`src/rtl/adc_slv_pkg.sv`:
```
package adc_slv_pkg;
   typedef enum logic [2:0] {
      ST_IDLE,
      ST_HUNT,
      ST_MODE,
      ST_CHAN,
      ST_ACQ,
      ST_SHIFT,
      ST_TAIL
   } seq_state_t;
endpackage

```
`src/rtl/adc_slv_seq.sv`:
```
// Command decode, acquisition timing and result shifting.
module adc_slv_seq
   import adc_slv_pkg::*;
#(
   parameter int CODE_W = 12
) (
   input  logic              clk,
   input  logic              rst_n,
   input  logic              cs_s,
   input  logic              din_s,
   input  logic              rise_p,
   input  logic              fall_p,
   input  logic [CODE_W-1:0] code_i,
   output logic              miso_o,
   output logic              oe_o,
   output logic              single_o,
   output logic              chan_o,
   output logic              cmd_valid_o,
   output seq_state_t        state_o
);
   localparam int CNT_W = $clog2(CODE_W + 1);

   seq_state_t        state;
   logic [CODE_W-1:0] shreg;
   logic [CNT_W-1:0]  bits_left;
   logic              acq_rise;

   always_ff @(posedge clk or negedge rst_n) begin
      if (!rst_n) begin
         state       <= ST_IDLE;
         shreg       <= '0;
         bits_left   <= '0;
         acq_rise    <= 1'b0;
         miso_o      <= 1'b0;
         oe_o        <= 1'b0;
         single_o    <= 1'b0;
         chan_o      <= 1'b0;
         cmd_valid_o <= 1'b0;
      end else if (cs_s) begin
         state  <= ST_IDLE;
         miso_o <= 1'b0;
         oe_o   <= 1'b0;
      end else begin
         unique case (state)
            ST_IDLE: begin
               cmd_valid_o <= 1'b0;
               state       <= ST_HUNT;
            end
            ST_HUNT: begin
               if (rise_p && din_s) state <= ST_MODE;
            end
            ST_MODE: begin
               if (rise_p) begin
                  single_o <= din_s;
                  state    <= ST_CHAN;
               end
            end
            ST_CHAN: begin
               if (rise_p) begin
                  chan_o      <= din_s;
                  cmd_valid_o <= 1'b1;
                  acq_rise    <= 1'b0;
                  state       <= ST_ACQ;
               end
            end
            ST_ACQ: begin
               if (rise_p) begin
                  acq_rise <= 1'b1;
               end else if (fall_p && acq_rise) begin
                  shreg     <= code_i;
                  miso_o    <= 1'b0;
                  oe_o      <= 1'b1;
                  bits_left <= CNT_W'(CODE_W);
                  state     <= ST_SHIFT;
               end
            end
            ST_SHIFT: begin
               if (fall_p) begin
                  miso_o    <= shreg[CODE_W-1];
                  shreg     <= {shreg[CODE_W-2:0], 1'b0};
                  bits_left <= bits_left - 1'b1;
                  if (bits_left == CNT_W'(1)) state <= ST_TAIL;
               end
            end
            ST_TAIL: begin
               if (fall_p) miso_o <= 1'b0;
            end
            default: state <= ST_IDLE;
         endcase
      end
   end

   assign state_o = state;
endmodule

```
`config.mk`:
```
export PLATFORM = sky130hd
export DESIGN_NAME = adc_slv_seq
export DESIGN_NICKNAME = d
export VERILOG_FILES = /design/src/rtl/adc_slv_pkg.sv /design/src/rtl/adc_slv_seq.sv
export SDC_FILE = /design/constraint.sdc
export NUM_CORES = 1
export LEC_CHECK = 0
export BUFFER_PORTS_ARGS = -buffer_cell sky130_fd_sc_hd__clkbuf_2
export CELL_PAD_IN_SITES_DETAIL_PLACEMENT = 0
export CELL_PAD_IN_SITES_GLOBAL_PLACEMENT = 1
export CORE_MARGIN = 1.5
export CORE_UTILIZATION = 25
export DETAILED_ROUTE_END_ITERATION = 7
export GPL_ROUTABILITY_DRIVEN = 0
export GPL_TIMING_DRIVEN = 0
export PLACE_DENSITY_LB_ADDON = 0.1
export SETUP_SLACK_MARGIN = 0.3
export SLEW_MARGIN = 25
export SYNTH_ARGS = -nofsm -noshare
export SYNTH_HDL_FRONTEND = slang
export SYNTH_SLANG_ARGS = --single-unit
```
`constraint.sdc`:
```
create_clock -name clk -period 2.3 [get_ports clk]
set_input_delay 0.115 -clock clk [delete_from_list [all_inputs] [get_ports clk]]
set_output_delay 0.115 -clock clk [all_outputs]
set_load 0.01 [all_outputs]
```
==> results of run 1 <==
through the flow:
step,total power [mW],hold WS (ns),cells,setup slack [ns]
after CTS,1.209,0.06144,235,0.6738
final,1.177,0.06741,235,0.6945
after global routing,1.279,0.07268,235,0.5813
after detailed placement,0.9292,0.1870,230,0.6865
after global placement,0.9181,0.1950,230,0.7102
after floorplan,0.8126,-0.1806,136,0.7945
cell usage after synthesis:
cell type and count:
a2111o_1 1, a21bo_2 1, a21oi_1 5, a311oi_1 1
a31oi_1 3, buf_2 5, buf_4 1, buf_6 1
clkbuf_1 2, dfrtp_1 25, ha_1 2, inv_1 4
mux2_2 3, mux2i_1 12, nand2_1 25, nand2b_1 1
nand3_1 2, nand3b_1 2, nand4_1 1, nor2_1 8
nor2b_1 2, nor2b_4 1, nor3_1 1, nor3b_1 1
o2111ai_2 1, o21ai_0 17, o22ai_1 1, o31ai_1 2
o32a_1 2, or2_2 1, or3_1 1, xor2_1 1
worst max-delay path: stages, from the launching register on:
cell,delay [ns]
dfrtp_1,0.38
buf_4,0.18
nor2b_4,0.16
o2111ai_2,0.20
buf_2,0.24
o32a_1,0.35
per-layer routing:
| metal | vias up | track usage | part of all wire |
|---|---|---|---|
| met2 | 21 | 0.2135 | 0.50 |
| met1 | 498 | 0.1351 | 0.45 |
| met3 | 2 | 0.02910 | 0.039 |
| met5 | - | 0 | 0 |
| li1 | 533 | - | - |
| met4 | 0 | 0.02976 | 0.0074 |
logic make-up after synthesis:
| kind of cell | synth area share |
|---|---|
| simple gates | 0.1627 |
| compound gates | 0.1646 |
| flops | 0.4785 |
| mux | 0.1177 |
| buf+inv | 0.05071 |
| fa+ha+maj | 0.01914 |
| xor+xnor | 0.006700 |
repair_timing:
| item | CTS | global route |
|---|---|---|
| hold endpoints to repair | 25 | 0 |
| hold buffers | 1 | 0 |
| endpoints found under the setup margin | 0 | 0 |
path summary, 6_finish.rpt:
check,startpoint,to,slack (ns),depth (start not counted)
max in group asynchronous,rst_n,shreg[10],1.46,2
worst min-delay path,code_i[0],shreg[0],0.07,3
worst max-delay path,state_o[1],bits_left[2],0.69,5
min in group asynchronous,rst_n,state_o[2],0.41,2
worst min register to register,shreg[9],shreg[9],0.49,2
worst max register to register,state_o[1],bits_left[2],0.69,5
state kept, by name, indices dropped and copies added (netlist names):
| register | count |
|---|---|
| acq_rise | 1 |
| bits_left | 4 |
| chan_o | 1 |
| cmd_valid_o | 1 |
| miso_o | 1 |
| oe_o | 1 |
| shreg | 12 |
| single_o | 1 |
| state_o | 3 |
power by group through the flow:
stage	clock network, mW	logic (mW)	registers (mW)
detailed placement	0	0.296	0.633
global placement	0	0.292	0.627
global route	0.303	0.338	0.638
CTS	0.287	0.298	0.623
finish	0.265	0.291	0.621
floorplan	0	0.187	0.625
layout make-up:
type | count | area [µm²]
inverter | 4 | 15.01
clock buffer | 3 | 41.29
fill | 576 | 3503
tap | 70 | 87.58
multi-input combinational | 98 | 615.6
buffer | 9 | 51.30
clock inverter | 1 | 5.005
sequential | 25 | 625.6
timing repair buffer | 25 | 130.1
==> summary.md, run 1 <==
| Metric | Value |
|---|---|
| Critical path data required time | 2.46 ns |
| Final TNS setup | 0 ns |
| CP max FO | 10 |
| Initial core utilization | 0.2576 |
| Result of the run | completed |
| HPWL after detailed placement | 2178 µm |
| Switching share of power | 0.3188 |
| Clock tree from TritonCTS | done |
| Proportion of power drawn by combinational gates | 0.247 |
| Standard cell area after detailed placement | 1515 µm² |
| Total CTS buffers | 3 |
| Clk_skew | 0.004214 ns |
| Port Buffer Count | 24 |
| Root buf cell | clkbuf_8 |
| Post-CTS clock slew at the launch and capture registers of the worst setup and hold paths | 0.09 ns |
| Most frequent cells in the layout | nand2_1, dfrtp_1, clkbuf_2 |
| Final core utilization | 0.3097 |
| Layout cell share with drive strength beyond 1 | 0.2545 |
| Via density | 4.485 |
| Final nets | 186 |
| Leak Pwr | 0.7787 nW |
| Die Height | 75.32 µm |
| Achievable clock frequency | 0.6229 GHz |
| Initial drt markers | 28 |
| Clk_lat worst skew | 0.27 ns |
| Internal power | 0.8018 mW |
| DRC violation count after routing | 0 |
| Netlist area before placement | 1308 µm² |
| Number of global-route vias before repair | 1,016 |
| Fin area | 1572 µm² |
| Kind of capture point of the worst setup path | flop |
| Mapped Cells | 136 |
| RSZ-0062 raised after global routing | no |
| Switch Pwr | 0.3752 mW |
| Sequential area share after synthesis | 0.4785 |
| Area inside the core boundary | 5075 µm² |
| Area enclosed by the die boundary | 5673 µm² |
| Die extent in x | 75.32 µm |
| Via total after detailed routing | 1,054 |
| Measured slew at the worst slew-check pin | 0.6763 ns |
| Worst rel slew slack | 0.5492 |
| VDD IR-drop max | 0.3287 mV |
| Tightest Hold Check Type | input pin to flop |
| Detail Route Antenna Nets | 0 |
| Clock buffer depth | 2 |
| GRT Overall Usage | 0.1164 |
| Startpoint class of the critical path | flop |
| Total nets after synthesis | 156 |
| Endpoints failing hold | 0 |
| Fraction of power consumed by the clock network | 0.225 |
| Router iterations before antenna repair | 4 |
| Count of synthesis-stage warnings from yosys | 0 |
| Number of distinct library cell variants in the gate-level netlist after synthesis | 32 |
| Most area-hungry cell type in the Yosys netlist | dfrtp_1 |
| Synth area leaders | dfrtp_1, mux2i_1, nand2_1 |
| Max-cap viol count | 0 |
| Post-CTS setup repair buffer count | 0 |
| Detailed-route wire length per cell | 13.14 µm |
| Share of power burned in registers | 0.528 |
| Setup Crit Path Kind | flop to flop |
| Diode insertion count for antenna repair | 0 |
| Maximum number of pins on one net before global-route repair | 26 |
| Area growth from synthesis to layout | 20.19% |
| Number of antenna violations at the first check in global routing | 0 |
| Total wire length | 3088 µm |
| Proportion of netlist area held by the largest area contributor | 0.4785 |
| CP arrival | 1.77 ns |
| Count of pins on the block boundary | 26 |
| Number of slew-limit violations in the final report | 0 |
| Global-route wire length before repair | 4919 µm |
| Remaining global-route overflow | 0 |
| Std-Cell Rows | 26 |
| Final min period | 1.605 ns |
| Count of final setup violators | 0 |
| Share of the clock period used by the worst path | 0.6980 |
| Synthesis-stage register bit count | 25 |
| # clock sinks | 25 |
| Resized cells post-CTS | 0 |
| Total number of H-tree levels | 1 |
| Power per cell area | 749.0 nW/µm² |
| Syn avg cell area | 9.614 µm² |
(Power assumes the default switching activity.)
==> run 2: changes to the inputs <==
==> constraint.sdc (replaced) <==
create_clock -name clk -period 1.61 [get_ports clk]
set_input_delay 0.0805 -clock clk [delete_from_list [all_inputs] [get_ports clk]]
set_output_delay 0.0805 -clock clk [all_outputs]
set_load 0.01 [all_outputs]
==> summary.md, run 2 (same netlist as run 1, synthesis figures left out) <==
| Metric | Value |
|---|---|
| CP max FO | 5 (-5) |
| Initial core utilization | 0.2576 (unchanged) |
| Tightest Hold Check Type | input pin to flop |
| GRT Overall Usage | 0.1285 (+0.01206) |
| VDD IR-drop max | 0.3702 mV (+13%) |
| Clock buffer depth | 2 (unchanged) |
| Initial drt markers | 38 (+36%) |
| Kind of capture point of the worst setup path | flop |
| Detail Route Antenna Nets | 0 (unchanged) |
| Endpoints failing hold | 0 (unchanged) |
| Most common cell after layout, fill and taps aside | nand2_1 |
| Post-CTS clock slew at the launch and capture registers of the worst setup and hold paths | 0.10 ns (about the same) |
| Via density | 4.524 (+0.86%) |
| # clock sinks | 25 (unchanged) |
| Chain of cells forming the critical path | buf_6 > nand3b_1 > buf_6 > buf_12 > o32a_1 |
| Cell type of the slowest stage on the worst timing path | dfrtp_1 |
| Max-cap viol count | 0 (unchanged) |
| Die Height | 75.32 µm (unchanged) |
| Number of global-route vias before repair | 1,057 (+4.0%) |
| Diode insertion count for antenna repair | 0 (unchanged) |
| Measured slew at the worst slew-check pin | 0.6513 ns (-0.02499 ns) |
| Via total after detailed routing | 1,140 (+8.2%) |
| Max FFs per register | 12 (unchanged) |
| HPWL after detailed placement | 2170 µm (-0.37%) |
| Maximum number of pins on one net before global-route repair | 26 (unchanged) |
| Area inside the core boundary | 5075 µm² (unchanged) |
| Router iterations before antenna repair | 4 (unchanged) |
| Achievable clock frequency | 0.7120 GHz (+14%) |
| Clk_lat worst skew | 0.27 ns (about the same) |
| Port Buffer Count | 24 (unchanged) |
| Detailed-route wire length per cell | 13.23 µm (+0.71%) |
| Count of final setup violators | 0 (unchanged) |
| Result of the run | completed |
| RSZ-0062 raised after global routing | yes |
| Final min period | 1.404 ns (-0.2011 ns) |
| Root buf cell | clkbuf_8 |
| Final nets | 203 (+9.1%) |
| Standard cell area after detailed placement | 1534 µm² (+1.2%) |
| Final cell count without fillers | 252 (+7.2%) |
| Clk_skew | 0.005400 ns (+0.001187 ns) |
| Total wire length | 3335 µm (+8.0%) |
| Global-route wire length before repair | 5402 µm (+9.8%) |
| Count of pins on the block boundary | 26 (unchanged) |
| Layout cell share with drive strength beyond 1 | 0.4341 (+0.1795) |
| Clock tree from TritonCTS | done |
| Post-Place Cells | 230 (unchanged) |
| Largest Register | shreg |
| Leak Pwr | 0.9112 nW (+17%) |
| Count of filler cells inserted in the layout | 541 (-6.1%) |
| Area enclosed by the die boundary | 5673 µm² (unchanged) |
| Critical path data required time | 1.77 ns (-0.69 ns) |
| Share of the clock period used by the worst path | 0.8723 (+0.1743) |
| Worst rel slew slack | 0.5658 (+0.01666) |
| Critical path's most frequent cell | buf_6 |
| Remaining global-route overflow | 0 (unchanged) |
| Area growth from synthesis to layout | 45.36% |
| Power per cell area | 966.1 nW/µm² (+29%) |
| Total CTS buffers | 3 (unchanged) |
| Startpoint class of the critical path | flop |
| CP arrival | 1.57 ns (-0.20 ns) |
| Most frequent cells in the layout | nand2_1, clkbuf_2, dfrtp_1 |
| Sequential Area | 628.1 µm² (+0.40%) |
| Final worst-path setup slack | 0.2056 ns (-0.4889 ns) |
| Die extent in x | 75.32 µm (unchanged) |
| Std-Cell Rows | 26 (unchanged) |
| Worst hold margin | 0.02369 ns (-0.04372 ns) |
| Area used by multi-input combinational logic | 710.7 µm² (+15%) |
| Pre-CTS setup slack | 0.02079 ns (-0.6657 ns) |
| Setup Crit Path Kind | flop to flop |
| DRC violation count after routing | 0 (unchanged) |
| Final TNS setup | 0 ns (unchanged) |
| Fin area | 1901 µm² (+21%) |
| Total number of H-tree levels | 1 (unchanged) |
| Number of antenna violations at the first check in global routing | 0 (unchanged) |
| Number of slew-limit violations in the final report | 0 (unchanged) |
| Slowest stage delay, CP | 0.39 ns (about the same) |
[run 2: cell count changes in the layout (fill, tap and decap cells not counted), sizes merged]
cell      change
clkbuf        +1
clkinvlp      +1
clkinv        -1
buf          +16
[run 2: power breakdown]
group / switching, mW / internal [mW]
combinational: 0.273 / 0.278
sequential: 0.112 / 0.780
clock: 0.218 / 0.176
[run 2: final timing paths]
path / start / end / slack, ns / cells after the start
setup / recovery: state_o[1] / bits_left[2] / 0.21 / 5
hold / removal: code_i[0] / shreg[0] / 0.02 / 3
setup reg to reg: state_o[1] / bits_left[2] / 0.21 / 5
hold reg to reg: shreg[4] / shreg[4] / 0.48 / 2
max in group asynchronous: rst_n / state_o[2] / 0.79 / 2
min in group asynchronous: rst_n / cmd_valid_o / 0.36 / 2
[run 2: routing by layer]
metal | wire length [µm] | GRT usage | vias up
met5 | 0 | 0 | -
met4 | 22 | 0.04762 | 0
met3 | 131 | 0.02249 | 2
met2 | 1664 | 0.2086 | 21
met1 | 1517 | 0.1719 | 546
li1 | - | - | 571
[run 2: metrics by stage]
stage	utilization	total power [mW]
after floorplan	-	1.171
after global placement	0.3023	1.324
after detailed placement	0.3023	1.330
after CTS	0.3508	1.790
after global routing	0.3745	1.987
final	0.3745	1.836
[run 2: critical path: cells and delay by family (launching register included)]
family                 cells  cell delay [ns]
and+or+nand+nor            1             0.17
buffers and inverters      3             0.42
DFF                        1             0.39
AOI/OAI and AO/OA          1             0.31
[run 2: cell type report]
| cell class | count | share of cell area |
|---|---|---|
| Inverter | 4 | 0.007900 |
| Timing Repair Buffer | 42 | 0.1600 |
| Tap cell | 70 | 0.04608 |
| Clock inverter | 1 | 0.003950 |
| Multi-Input combinational cell | 98 | 0.3739 |
| Sequential cell | 25 | 0.3305 |
| Clock buffer | 3 | 0.02172 |
| Buffer | 9 | 0.05596 |
[run 2: what timing repair did]
| item | 4_1_cts | 5_1_grt |
|---|---|---|
| hold buffers | 1 | 0 |
| cloned | 3 | 0 |
| pin swaps | 8 | 7 |
| endpoints found under the setup margin | 21 | 22 |
| gates resized for setup | 27 | 18 |
| endpoints found under the hold margin | 25 | 0 |
| buffers inserted | 8 | 6 |
==> run 3: changes to the inputs <==
==> constraint.sdc (replaced) <==
create_clock -name clk -period 1.3 [get_ports clk]
set_input_delay 0.065 -clock clk [delete_from_list [all_inputs] [get_ports clk]]
set_output_delay 0.065 -clock clk [all_outputs]
set_load 0.01 [all_outputs]
==> summary.md, run 3 (same netlist as run 1, synthesis figures left out) <==
| Metric | Value |
|---|---|
| Final core utilization | 0.3738 (-0.0007400) |
| Total power | 2.314 mW (+26%) |
| Count of final setup violators | 18 (+18) |
| Critical path's most frequent cell | buf_6 |
| Maximum number of pins on one net before global-route repair | 26 (unchanged) |
| Violations in the final reports | negative setup slack |
| Std-Cell Rows | 26 (unchanged) |
| Area inside the core boundary | 5075 µm² (unchanged) |
| Global-route wire length before repair | 5388 µm (-0.26%) |
| Final min period | 1.410 ns (+0.005545 ns) |
| Total number of H-tree levels | 1 (unchanged) |
| Share of the clock period used by the worst path | 1.085 (+0.2123) |
| Chain of cells forming the critical path | buf_6 > nand3b_1 > buf_6 > buf_12 > o32a_1 |
| Root buf cell | clkbuf_8 |
| Clk_lat worst skew | 0.27 ns (about the same) |
| Leak Pwr | 0.9100 nW (-0.13%) |
| Clk_skew | 0.003056 ns (-0.002344 ns) |
| CP max FO | 10 (+5) |
| Diode insertion count for antenna repair | 0 (unchanged) |
| Largest Register | shreg |
| Total wire length | 3266 µm (-2.1%) |
| HPWL after detailed placement | 2206 µm (+1.7%) |
| Measured slew at the worst slew-check pin | 0.6810 ns (+0.02972 ns) |
| Initial core utilization | 0.2576 (unchanged) |
| Detailed-route wire length per cell | 13.01 µm (-1.7%) |
| Endpoints failing hold | 0 (unchanged) |
| Die extent in x | 75.32 µm (unchanged) |
| Max FFs per register | 12 (unchanged) |
| Die Height | 75.32 µm (unchanged) |
| Number of global-route vias before repair | 1,115 (+5.5%) |
| Achievable clock frequency | 0.7092 GHz (-0.39%) |
| GRT Overall Usage | 0.1276 (-0.0008678) |
| DRC violation count after routing | 0 (unchanged) |
| Post-CTS clock slew at the launch and capture registers of the worst setup and hold paths | 0.09 ns (about the same) |
| Number of slew-limit violations in the final report | 0 (unchanged) |
| Port Buffer Count | 24 (unchanged) |
| Cell family with most CP delay | buffers and inverters |
| Result of the run | complete, but fails checks |
| Cell type of the slowest stage on the worst timing path | dfrtp_1 |
| Via density | 4.494 (-0.66%) |
| Slowest stage delay, CP | 0.40 ns (about the same) |
| Count of pins on the block boundary | 26 (unchanged) |
| VDD IR-drop max | 0.3831 mV (+3.5%) |
| Worst rel slew slack | 0.5460 (-0.01981) |
| Max-cap viol count | 0 (unchanged) |
| Final worst-path setup slack | -0.1100 ns (-0.3155 ns) |
| Power per cell area | 1220 nW/µm² (+26%) |
| Worst path buffer plus inverter count | 3 (unchanged) |
| Startpoint class of the critical path | flop |
| Via total after detailed routing | 1,128 (-1.1%) |
| CP arrival | 1.58 ns (about the same) |
| Detail Route Antenna Nets | 0 (unchanged) |
| Kind of capture point of the worst setup path | flop |
| # clock sinks | 25 (unchanged) |
| Final nets | 202 (-0.49%) |
| Total CTS buffers | 3 (unchanged) |
| Number of antenna violations at the first check in global routing | 0 (unchanged) |
| Area growth from synthesis to layout | 45.07% |
| Setup Crit Path Kind | flop to flop |
| Layout cell share with drive strength beyond 1 | 0.4254 (-0.008652) |
| Most common cell after layout, fill and taps aside | nand2_1 |
| Critical path data required time | 1.47 ns (-0.30 ns) |
| Clock tree from TritonCTS | done |
| Initial drt markers | 66 (+74%) |
| RSZ-0062 raised after global routing | yes |
| Area enclosed by the die boundary | 5673 µm² (unchanged) |
| Router iterations before antenna repair | 4 (unchanged) |
| Clock buffer depth | 2 (unchanged) |
| Remaining global-route overflow | 0 (unchanged) |
| Most frequent cells in the layout | nand2_1, dfrtp_1, clkbuf_2 |
| Tightest Hold Check Type | input pin to flop |
run 3: cell count changes in the layout (fill, tap and decap cells not counted), sizes merged:
cell	before	now
clkinvlp	1	0
dlygate4sd3	1	2
clkinv	0	1
clkbuf	30	27
buf	23	24
run 3: power breakdown:
group          leakage (nW)  switching [mW]  internal, mW
Clock                0.0255           0.268         0.215
Sequential            0.328           0.145         0.966
Combinational         0.557           0.343         0.376
run 3: timing repair:
| action | 4_1_cts | 5_1_grt |
|---|---|---|
| resized for setup | 19 | 18 |
| setup buffers | 13 | 2 |
| hold buffers | 2 | 0 |
| hold endpoints to repair | 26 | 0 |
| setup endpoints to repair | 24 | 27 |
| pin swaps | 8 | 5 |
| cloned | 0 | 0 |
run 3: through the flow:
step	hold WS, ns	worst slack (ns)	std cells	cell area [µm²]	TNS [ns]
3_5_place_dp	0.1508	-0.2347	230	1585	-1.693
5_1_grt	0.07748	-0.1711	251	1897	-2.315
2_1_floorplan	-0.2306	-0.1285	136	1378	-0.3182
4_1_cts	0.05863	-0.1204	249	1798	-0.8536
3_3_place_gp	0.1340	-0.2363	230	1585	-1.674
6_report	0.05918	-0.1100	251	1897	-0.7546
run 3: layout make-up:
class	instances	area (µm²)
fill	537	3178
multi-input combinational	98	730.7
sequential	25	628.1
timing repair buffer	41	284.0
buffer	9	105.1
tap	70	87.58
clock buffer	3	41.29
inverter	4	15.01
clock inverter	1	5.005
run 3: tightest hold or removal path: stages:
cell	delay (ns)
clkbuf_2	0.07
mux2i_1	0.05
o21ai_1	0.10
run 3: worst paths after layout:
path | start | to | slack, ns | depth (start not counted)
max in group asynchronous | rst_n | state_o[0] | 0.47 | 2
worst min register to register | shreg[3] | shreg[3] | 0.50 | 2
worst min-delay path | code_i[7] | shreg[7] | 0.06 | 3
min in group asynchronous | rst_n | state_o[1] | 0.35 | 2
worst max-delay path | state_o[1] | bits_left[2] | -0.11 | 5
worst max register to register | state_o[1] | bits_left[2] | -0.11 | 5
run 3: metal layers:
metal  vias to the layer above  global-route usage  part of all wire  wire length [µm]
met1                       536              0.1594              0.47              1532
met5                         -                   0                 0                 0
met3                         5             0.02116             0.027                87
met4                         0             0.04762             0.016                51
li1                        565                   -                 -                 -
met2                        22              0.2212              0.49              1595
